$ cat src/rtl/rxq_pkg.sv
package rxq_pkg;
  localparam int ST_W    = 4;
  localparam int ST_OVR  = 3;
  localparam int ST_PERR = 2;
  localparam int ST_FERR = 1;
  localparam int ST_BIT8 = 0;

  typedef struct packed {
    logic ovr;
    logic perr;
    logic ferr;
    logic bit8;
  } rxq_status_t;

  function automatic rxq_status_t mk_status(input logic ovr, input logic perr,
                                            input logic ferr, input logic bit8);
    rxq_status_t s;
    s.ovr  = ovr;
    s.perr = perr;
    s.ferr = ferr;
    s.bit8 = bit8;
    return s;
  endfunction
endpackage

$ cat src/rtl/rxq_ring.sv
module rxq_ring #(
  parameter int DEPTH = 2,
  parameter int W     = 12,
  localparam int PW   = (DEPTH > 1) ? $clog2(DEPTH) : 1,
  localparam int CW   = $clog2(DEPTH + 1)
) (
  input  logic          clk,
  input  logic          rst_n,
  input  logic          flush,
  input  logic          wr_en,
  input  logic [W-1:0]  wr_entry,
  input  logic          rd_en,
  output logic [W-1:0]  head,
  output logic [CW-1:0] cnt
);
  logic [W-1:0]     slot [DEPTH];
  logic [PW-1:0]    wp, rp;
  logic [DEPTH-1:0] slot_we;

  function automatic logic [PW-1:0] ptr_inc(input logic [PW-1:0] p);
    return (p == PW'(DEPTH - 1)) ? '0 : p + 1'b1;
  endfunction

  for (genvar g = 0; g < DEPTH; g++) begin : g_we
    assign slot_we[g] = wr_en && (wp == PW'(g));
  end

  always_ff @(posedge clk or negedge rst_n) begin
    if (!rst_n) begin
      for (int i = 0; i < DEPTH; i++) slot[i] <= '0;
    end else begin
      for (int i = 0; i < DEPTH; i++)
        if (slot_we[i]) slot[i] <= wr_entry;
    end
  end

  always_ff @(posedge clk or negedge rst_n) begin
    if (!rst_n) begin
      wp  <= '0;
      rp  <= '0;
      cnt <= '0;
    end else if (flush) begin
      wp  <= '0;
      rp  <= '0;
      cnt <= '0;
    end else begin
      if (wr_en) wp <= ptr_inc(wp);
      if (rd_en) rp <= ptr_inc(rp);
      case ({wr_en, rd_en})
        2'b10:   cnt <= cnt + 1'b1;
        2'b01:   cnt <= cnt - 1'b1;
        default: cnt <= cnt;
      endcase
    end
  end

  assign head = slot[rp];
endmodule

$ cat src/rtl/rxq_hold.sv
module rxq_hold #(
  parameter int W = 12
) (
  input  logic         clk,
  input  logic         rst_n,
  input  logic         flush,
  input  logic         load,
  input  logic [W-1:0] load_entry,
  input  logic         vacate,
  output logic         vld,
  output logic [W-1:0] entry
);
  always_ff @(posedge clk or negedge rst_n) begin
    if (!rst_n) begin
      vld   <= 1'b0;
      entry <= '0;
    end else if (flush) begin
      vld   <= 1'b0;
    end else if (load) begin
      vld   <= 1'b1;
      entry <= load_entry;
    end else if (vacate) begin
      vld   <= 1'b0;
    end
  end
endmodule

$ cat src/rtl/rxq_buffer.sv
module rxq_buffer
  import rxq_pkg::*;
#(
  parameter int DATA_W = 8,
  parameter int DEPTH  = 2
) (
  input  logic              clk,
  input  logic              rst_n,
  input  logic              rx_en,
  input  logic              frm_valid,
  input  logic [DATA_W-1:0] frm_data,
  input  logic              frm_bit8,
  input  logic              frm_ferr,
  input  logic              frm_perr,
  input  logic              start_seen,
  input  logic              data_rd,
  output logic              rx_ready,
  output logic [DATA_W-1:0] data_word,
  output logic [ST_W-1:0]   status_word
);
  localparam int ENT_W = ST_W + DATA_W;
  localparam int CW    = $clog2(DEPTH + 1);

  logic [CW-1:0]    fifo_cnt;
  logic             hold_vld;
  logic             ovr_pend;
  logic [ENT_W-1:0] hold_entry, head, in_entry, sel_entry, wr_entry;

  // named internal events
  logic flush, full;
  logic ev_pop, ev_xfer, ev_in, ev_push_in, ev_load, ev_drop, ev_push;

  assign flush      = !rx_en;
  assign full       = (fifo_cnt == CW'(DEPTH));
  assign ev_pop     = rx_en && data_rd && (fifo_cnt != '0);
  assign ev_xfer    = hold_vld && ev_pop;
  assign ev_in      = rx_en && frm_valid;
  assign ev_push_in = ev_in && !hold_vld && (!full || ev_pop);
  assign ev_load    = ev_in && !ev_push_in;
  assign ev_drop    = rx_en && hold_vld && !ev_xfer && (start_seen || frm_valid);
  assign ev_push    = ev_xfer || ev_push_in;

  assign in_entry  = {mk_status(1'b0, frm_perr, frm_ferr, frm_bit8), frm_data};
  assign sel_entry = ev_xfer ? hold_entry : in_entry;
  assign wr_entry  = {sel_entry[ENT_W-1] | ovr_pend, sel_entry[ENT_W-2:0]};

  rxq_ring #(.DEPTH(DEPTH), .W(ENT_W)) u_ring (
    .clk      (clk),
    .rst_n    (rst_n),
    .flush    (flush),
    .wr_en    (ev_push),
    .wr_entry (wr_entry),
    .rd_en    (ev_pop),
    .head     (head),
    .cnt      (fifo_cnt)
  );

  rxq_hold #(.W(ENT_W)) u_hold (
    .clk        (clk),
    .rst_n      (rst_n),
    .flush      (flush),
    .load       (ev_load),
    .load_entry (in_entry),
    .vacate     (ev_xfer || ev_drop),
    .vld        (hold_vld),
    .entry      (hold_entry)
  );

  always_ff @(posedge clk or negedge rst_n) begin
    if (!rst_n)       ovr_pend <= 1'b0;
    else if (flush)   ovr_pend <= 1'b0;
    else if (ev_drop) ovr_pend <= 1'b1;
    else if (ev_push) ovr_pend <= 1'b0;
  end

  assign rx_ready    = (fifo_cnt != '0);
  assign data_word   = head[DATA_W-1:0];
  assign status_word = rx_ready ? head[ENT_W-1:DATA_W] : '0;
endmodule

$ cat config.mk
export PLATFORM = sky130hd
export DESIGN_NAME = rxq_buffer
export DESIGN_NICKNAME = d
export VERILOG_FILES = /design/src/rtl/rxq_pkg.sv /design/src/rtl/rxq_ring.sv /design/src/rtl/rxq_hold.sv /design/src/rtl/rxq_buffer.sv
export SDC_FILE = /design/constraint.sdc
export NUM_CORES = 1
export LEC_CHECK = 0
export ABC_AREA = 1
export BUFFER_PORTS_ARGS = -buffer_cell sky130_fd_sc_hd__buf_2
export CAP_MARGIN = 5
export CORE_MARGIN = 2
export CORE_UTILIZATION = 40
export DETAILED_ROUTE_END_ITERATION = 8
export PLACE_DENSITY_LB_ADDON = 0.08
export SYNTH_ARGS = -nofsm -noshare
export SYNTH_HDL_FRONTEND = slang
export SYNTH_SLANG_ARGS = --single-unit
$ cat constraint.sdc
create_clock -name clk -period 1.6 [get_ports clk]
set_input_delay 0.32 -clock clk [delete_from_list [all_inputs] [get_ports clk]]
set_output_delay 0.32 -clock clk [all_outputs]
set_load 0.05 [all_outputs]
# Word-level counts from Yosys, hierarchy flattened
# Index checks and enable logic that the tools add are counted.
classes:
  n_reduce_logical: 22
  muxes: 19
  n_lt_le_gt_ge: 1
  n_addsub: 4
  n_bitwise: 3
  eq_ne: 8
ops:
  columns: ["op", "count"]
  rows:
  - ["12-bit two-way mux", 3]
  - ["1-bit logical AND", 12]
  - ["1-bit two-way mux", 12]
  - ["11-bit two-way mux", 1]
  - ["3-bit by 1-bit inequality test with 1-bit output (second input constant)", 3]
  - ["2-bit equality test (second input constant)", 2]
  - ["1-bit logical NOT", 4]
  - ["1-bit logical OR", 4]
  - ["4-bit two-way mux", 1]
  - ["2-bit by 1-bit inequality test with 1-bit output (second input constant)", 2]
  - ["2-bit one-hot mux with 2 select lines", 1]
  - ["1-bit adder (second input constant)", 2]
  - ["2-bit by 1-bit adder with 2-bit output (second input constant)", 1]
  - ["2-bit by 1-bit equality test with 1-bit output (second input constant)", 1]
  - ["2-bit greater-or-equal comparator (second input constant)", 1]
  - ["2-bit two-way mux", 1]
  - ["1-bit inverter with 2-bit output", 1]
  - ["2-bit AND reduction", 1]
  - ["2-bit nonzero test", 1]
  - ["2-bit by 1-bit subtractor with 2-bit output (second input constant)", 1]
  - ["1-bit inverter", 1]
  - ["1-bit bitwise OR (first input constant)", 1]
totals:
  inputBits: 17
  ff_bits: 41

# Depth between registers and ports, before layout
depth:
  ltp_word: 10
  ltp_mapped: 10
  mapped_depth_nobuf: 9

# By module
# Synthesis repeated with hierarchy kept, for this count alone.
hier_totals:
  hier_cells: 262
  hier_area_um2: 2209.6
by_module_without_submodules:
  columns: ["module", "area_per_inst_um2", "n_inst", "cells_each"]
  rows:
  - ["rxq_ring", 1297.5, 1, 134]
  - ["rxq_hold", 520.5, 1, 57]
  - ["rxq_buffer", 391.6, 1, 71]

# Least setup slack after synthesis
# Ideal clock, no wire load.
synth_path:
  kind: "reg2out"
  startpoint: "register u_ring.cnt[0]"
  endpoint: "output port status_word[0]"
  n_path_buf: 0
  path_slack_ns: -0.518
  path_stages_with_launch: 5
  arrival_ns: 1.798
  cell_sequence: "dfrtp_1 -> inv_1 -> nand2_1 -> o21ai_0 -> a21oi_1"
synth_via:
  elab_chain_cells: 2
synth_rtl:
  columns: ["element", "line", "source"]
  rows:
  - ["start, declared", "rxq_ring.sv:14", "output logic [CW-1:0] cnt"]
  - ["start signal, assigned", "rxq_ring.sv:50", "2'b10: cnt <= cnt + 1'b1;"]
  - ["start signal, assigned", "rxq_ring.sv:51", "2'b01: cnt <= cnt - 1'b1;"]
  - ["start signal, assigned", "rxq_ring.sv:52", "default: cnt <= cnt;"]
  - ["2-bit nonzero test", "rxq_buffer.sv:76", "assign rx_ready = (fifo_cnt != '0);"]
  - ["net rx_ready", "rxq_buffer.sv:17", "output logic rx_ready,"]
  - ["4-bit two-way mux", "rxq_buffer.sv:78", "assign status_word = rx_ready ? head[ENT_W-1:DATA_W] : '0;"]
  - ["end, declared", "rxq_buffer.sv:19", "output logic [ST_W-1:0] status_word"]
# The timed path passes the listed nets, and every way through them passes these cells.

# Worst setup path in the final report
layout_path:
  startpoint: "register u_ring.rp"
  endpoint: "output port status_word[2]"
layout_via:
  elab_chain_cells: 5
layout_rtl:
  columns: ["element", "line", "source"]
  rows:
  - ["start, declared", "rxq_ring.sv:17", "logic [PW-1:0] wp, rp;"]
  - ["start signal, assigned", "rxq_ring.sv:48", "if (rd_en) rp <= ptr_inc(rp);"]
  - ["1-bit inverter with 2-bit output (implied by the code)", "rxq_ring.sv:57", "assign head = slot[rp];"]
  - ["12-bit two-way mux (implied by the code) (3 in a row)", "rxq_ring.sv:57", null]
  - ["4-bit two-way mux", "rxq_buffer.sv:78", null]
# No other way between the ends. The select of a mux whose other input is x is not followed.

==> impl_metrics.ini <==
[global_route]
met2_usage = 0.2460
grt_remaining_overflow = 0
grt_use_met3 = 0.04065
first_global_vias = 1533
met1_usage = 0.2701
top_usage_layer = met1
antenna_found_initial = 0
track_usage = 0.1766
grt_max_degree = 24
grt_pass1_wl_um = 7327

[synthesis]
postSynthCellCount = 253
synthDistinctLibCells = 20
synth_warnings = 0
syn-cell-area_um2 = 1974
yosysSeqAreaShare = 0.5196
synth_fp_nets = 270
synth_seq_cells = 41
syn_avg_cell_area_um2 = 7.804

[setup_path]
end_kind = output pin
critPathArrivalTime_ns = 1.30
worstReg2RegStart = u_ring.cnt[1]
cp_slowest_stage_delay_ns = 0.50
start_kind = flop
reg2regPathDepth = 9
reg2reg_slack_ns = 0.14
critPathBufInv = 2
path_class = reg2out
crit_path_max_fanout = 8
slowest_stage = dfrtp_2
cp.required_ns = 1.28
r2r-end = u_ring.slot[18]
crit_chain = clkbuf_16 > a21oi_4 > buf_6
worst_path_dominant_cell_family = flip-flops

[final_layout]
finalInstanceArea_um2 = 2711
post_route_cells_drive_above_1_share = 0.3064
nets = 314
final_util = 0.5703
regArea_um2 = 1027
area_growth_pct = 37.33
num-fill-cells = 472
multi_input_area_um2 = 958.4
diodes = 0

[routing]
drc = 0
firstDrtPassIters = 4
wl_um = 4296
vias_per_cell = 4.467
antenna_left = 0
routedWlPerCell_um = 11.80
vias = 1626
drt-initial-drc-count = 105

[sta]
tns_ns = -0.04658
period_share = 1.011
max_slew_margin = 0.7461
setup_viol = 7
clock.fmax_mhz = 618.1
clock_skew_ns = 0.004605
final_max_slew_viol_count = 0
tightest_slew_ns = 0.3809
setup_slack_ns = -0.01785
hold_viol = 0
period_needed_ns = 1.618
rsz0062_at_grt = yes

[pwr]
ir_drop_uv = 475.9
pwr-share-clk = 0.207
power_frac_comb = 0.361
internal_power_mw = 2.079
cellPowerDensity_nw_per_um2 = 1216
power_switching_mw = 1.217
seqPwrFrac = 0.432
leakagePower_nw = 1.390
p_sw_frac = 0.3692

[clock_tree]
clk_pin_slew_worst_paths_ns = 0.08
ctsLongestPathBuffers = 2
cts-root-buf = clkbuf_8
clock_latency_ns = 0.29
clock-sinks = 41
cts_tree = built
h-tree-depth = 2
cts_buffers = 5

[outcome]
violations = negative setup slack
status = complete, but fails checks

[die]
die_area_um2 = 5514
core_um2 = 4755
rows = 25
die_w_um = 74.26
floorplan.initialDensity = 0.4153
io_pins = 30
die_h_um = 74.26

[job]
maxCapViolCount = 0

[hold_path]
hp-class = in2reg
hold_end = u_hold.entry[1]
holdPathStages = 3
hp-start = frm_data[1]

[placed_design]
place_area_um2 = 2321
place.gp.congestion = 0.8918
dpl.hpwl_um = 3040
portBuffers = 29
==> power groups by stage <==
| stage | Sequential (mW) | Combinational, mW | Clock [mW] |
|---|---|---|---|
| finish | 1.42 | 1.19 | 0.682 |
| CTS | 1.40 | 1.10 | 0.712 |
| global route | 1.46 | 1.30 | 0.745 |
| detailed placement | 1.41 | 0.958 | 0 |
| global placement | 1.41 | 0.948 | 0 |
| floorplan | 1.39 | 0.745 | 0 |
==> cell usage in the layout (no fill, tap or decap), drive strengths merged <==
master and count:
o21ai 40, clkbuf 8, a21oi 16, nand4 2, dlygate4sd3 1, inv 35, nor2 17, nand2 87
nand3 5, dfrtp 41, buf 44, or2 1
==> area by class of cell <==
| type | count | area share |
|---|---|---|
| inverters | 35 | 0.04938 |
| flip-flops and latches | 41 | 0.3789 |
| repair buffers | 46 | 0.1555 |
| well taps | 67 | 0.03092 |
| clock buffers | 7 | 0.03184 |
| multi-input cells | 168 | 0.3535 |
==> cell usage after synthesis <==
cell type	n	share of area
o21ai_0	26	0.066
clkbuf_1	2	0.0038
nor2_8	1	0.010
inv_2	2	0.0038
buf_4	1	0.0038
buf_2	4	0.010
o21ai_2	1	0.0044
dfrtp_1	41	0.52
nand3_1	5	0.013
a21oi_1	16	0.041
nand2_2	3	0.0095
or2_2	1	0.0032
nand4_1	2	0.0063
inv_1	32	0.061
o21ai_1	13	0.033
nor2_4	2	0.011
buf_6	2	0.011
nand2_1	84	0.16
nor2_1	14	0.027
inv_4	1	0.0032
==> how the worst max path moves through the flow <==
| stage | startpoint | endpoint | slack (ns) | depth (start not counted) |
|---|---|---|---|---|
| 2_1_floorplan | u_ring.rp | data_word[0] | 0.008 | 3 |
| 5_1_grt | u_ring.rp | data_word[5] | -0.07 | 4 |
| 3_3_place_gp | u_ring.cnt[0] | status_word[2] | 0.07 | 5 |
| 6_report | u_ring.rp | status_word[2] | -0.02 | 3 |
| 4_1_cts | u_ring.rp | data_word[0] | -0.01 | 3 |
| 3_5_place_dp | u_ring.cnt[0] | status_word[2] | 0.08 | 5 |
==> layer usage <==
layer	routed length, um	up-vias
met1	2189	718
met5	0	-
li1	-	872
met3	186	2
met2	1891	34
met4	29	0
==> stage by stage <==
| stage | hold slack, ns | setup slack (ns) | total power, mW | std cells |
|---|---|---|---|---|
| after floorplan | 0.02441 | 0.008136 | 2.131 | 253 |
| after global placement | 0.2711 | 0.07335 | 2.362 | 348 |
| after detailed placement | 0.2593 | 0.08404 | 2.373 | 348 |
| after CTS | 0.2805 | -0.01479 | 3.213 | 358 |
| after global routing | 0.3006 | -0.07411 | 3.499 | 364 |
| final | 0.2924 | -0.01785 | 3.296 | 364 |
==> worst register-to-register path: cells and delay by family (launching register included) <==
family          cells  cell delay (ns)
simple gates        5             0.43
flops               1             0.39
buf+inv             2             0.35
compound gates      2             0.22
==> cells by family (layout without fill, tap and decap cells) <==
family / Yosys count / in the layout / share of synthesized area
simple gates: 112 / 112 / 0.2395
compound gates: 56 / 56 / 0.1439
buf+inv: 44 / 88 / 0.09697
flops: 41 / 41 / 0.5196
==> registers in the layout, summed over array words and instances (netlist names) <==
| signal | cells |
|---|---|
| ovr_pend | 1 |
| u_ring.slot | 24 |
| u_ring.cnt | 2 |
| u_ring.rp | 1 |
| u_hold.entry | 11 |
| u_hold.vld | 1 |
| u_ring.wp | 1 |
==> what timing repair did <==
action,CTS,global route
resized for setup,36,24
setup buffers,2,5
endpoints found under the hold margin,13,0
cloned,0,1
pin swaps,2,7
hold buffers,1,0
setup endpoints to repair,12,31
No activity file was read; power rests on OpenSTA's default activity.
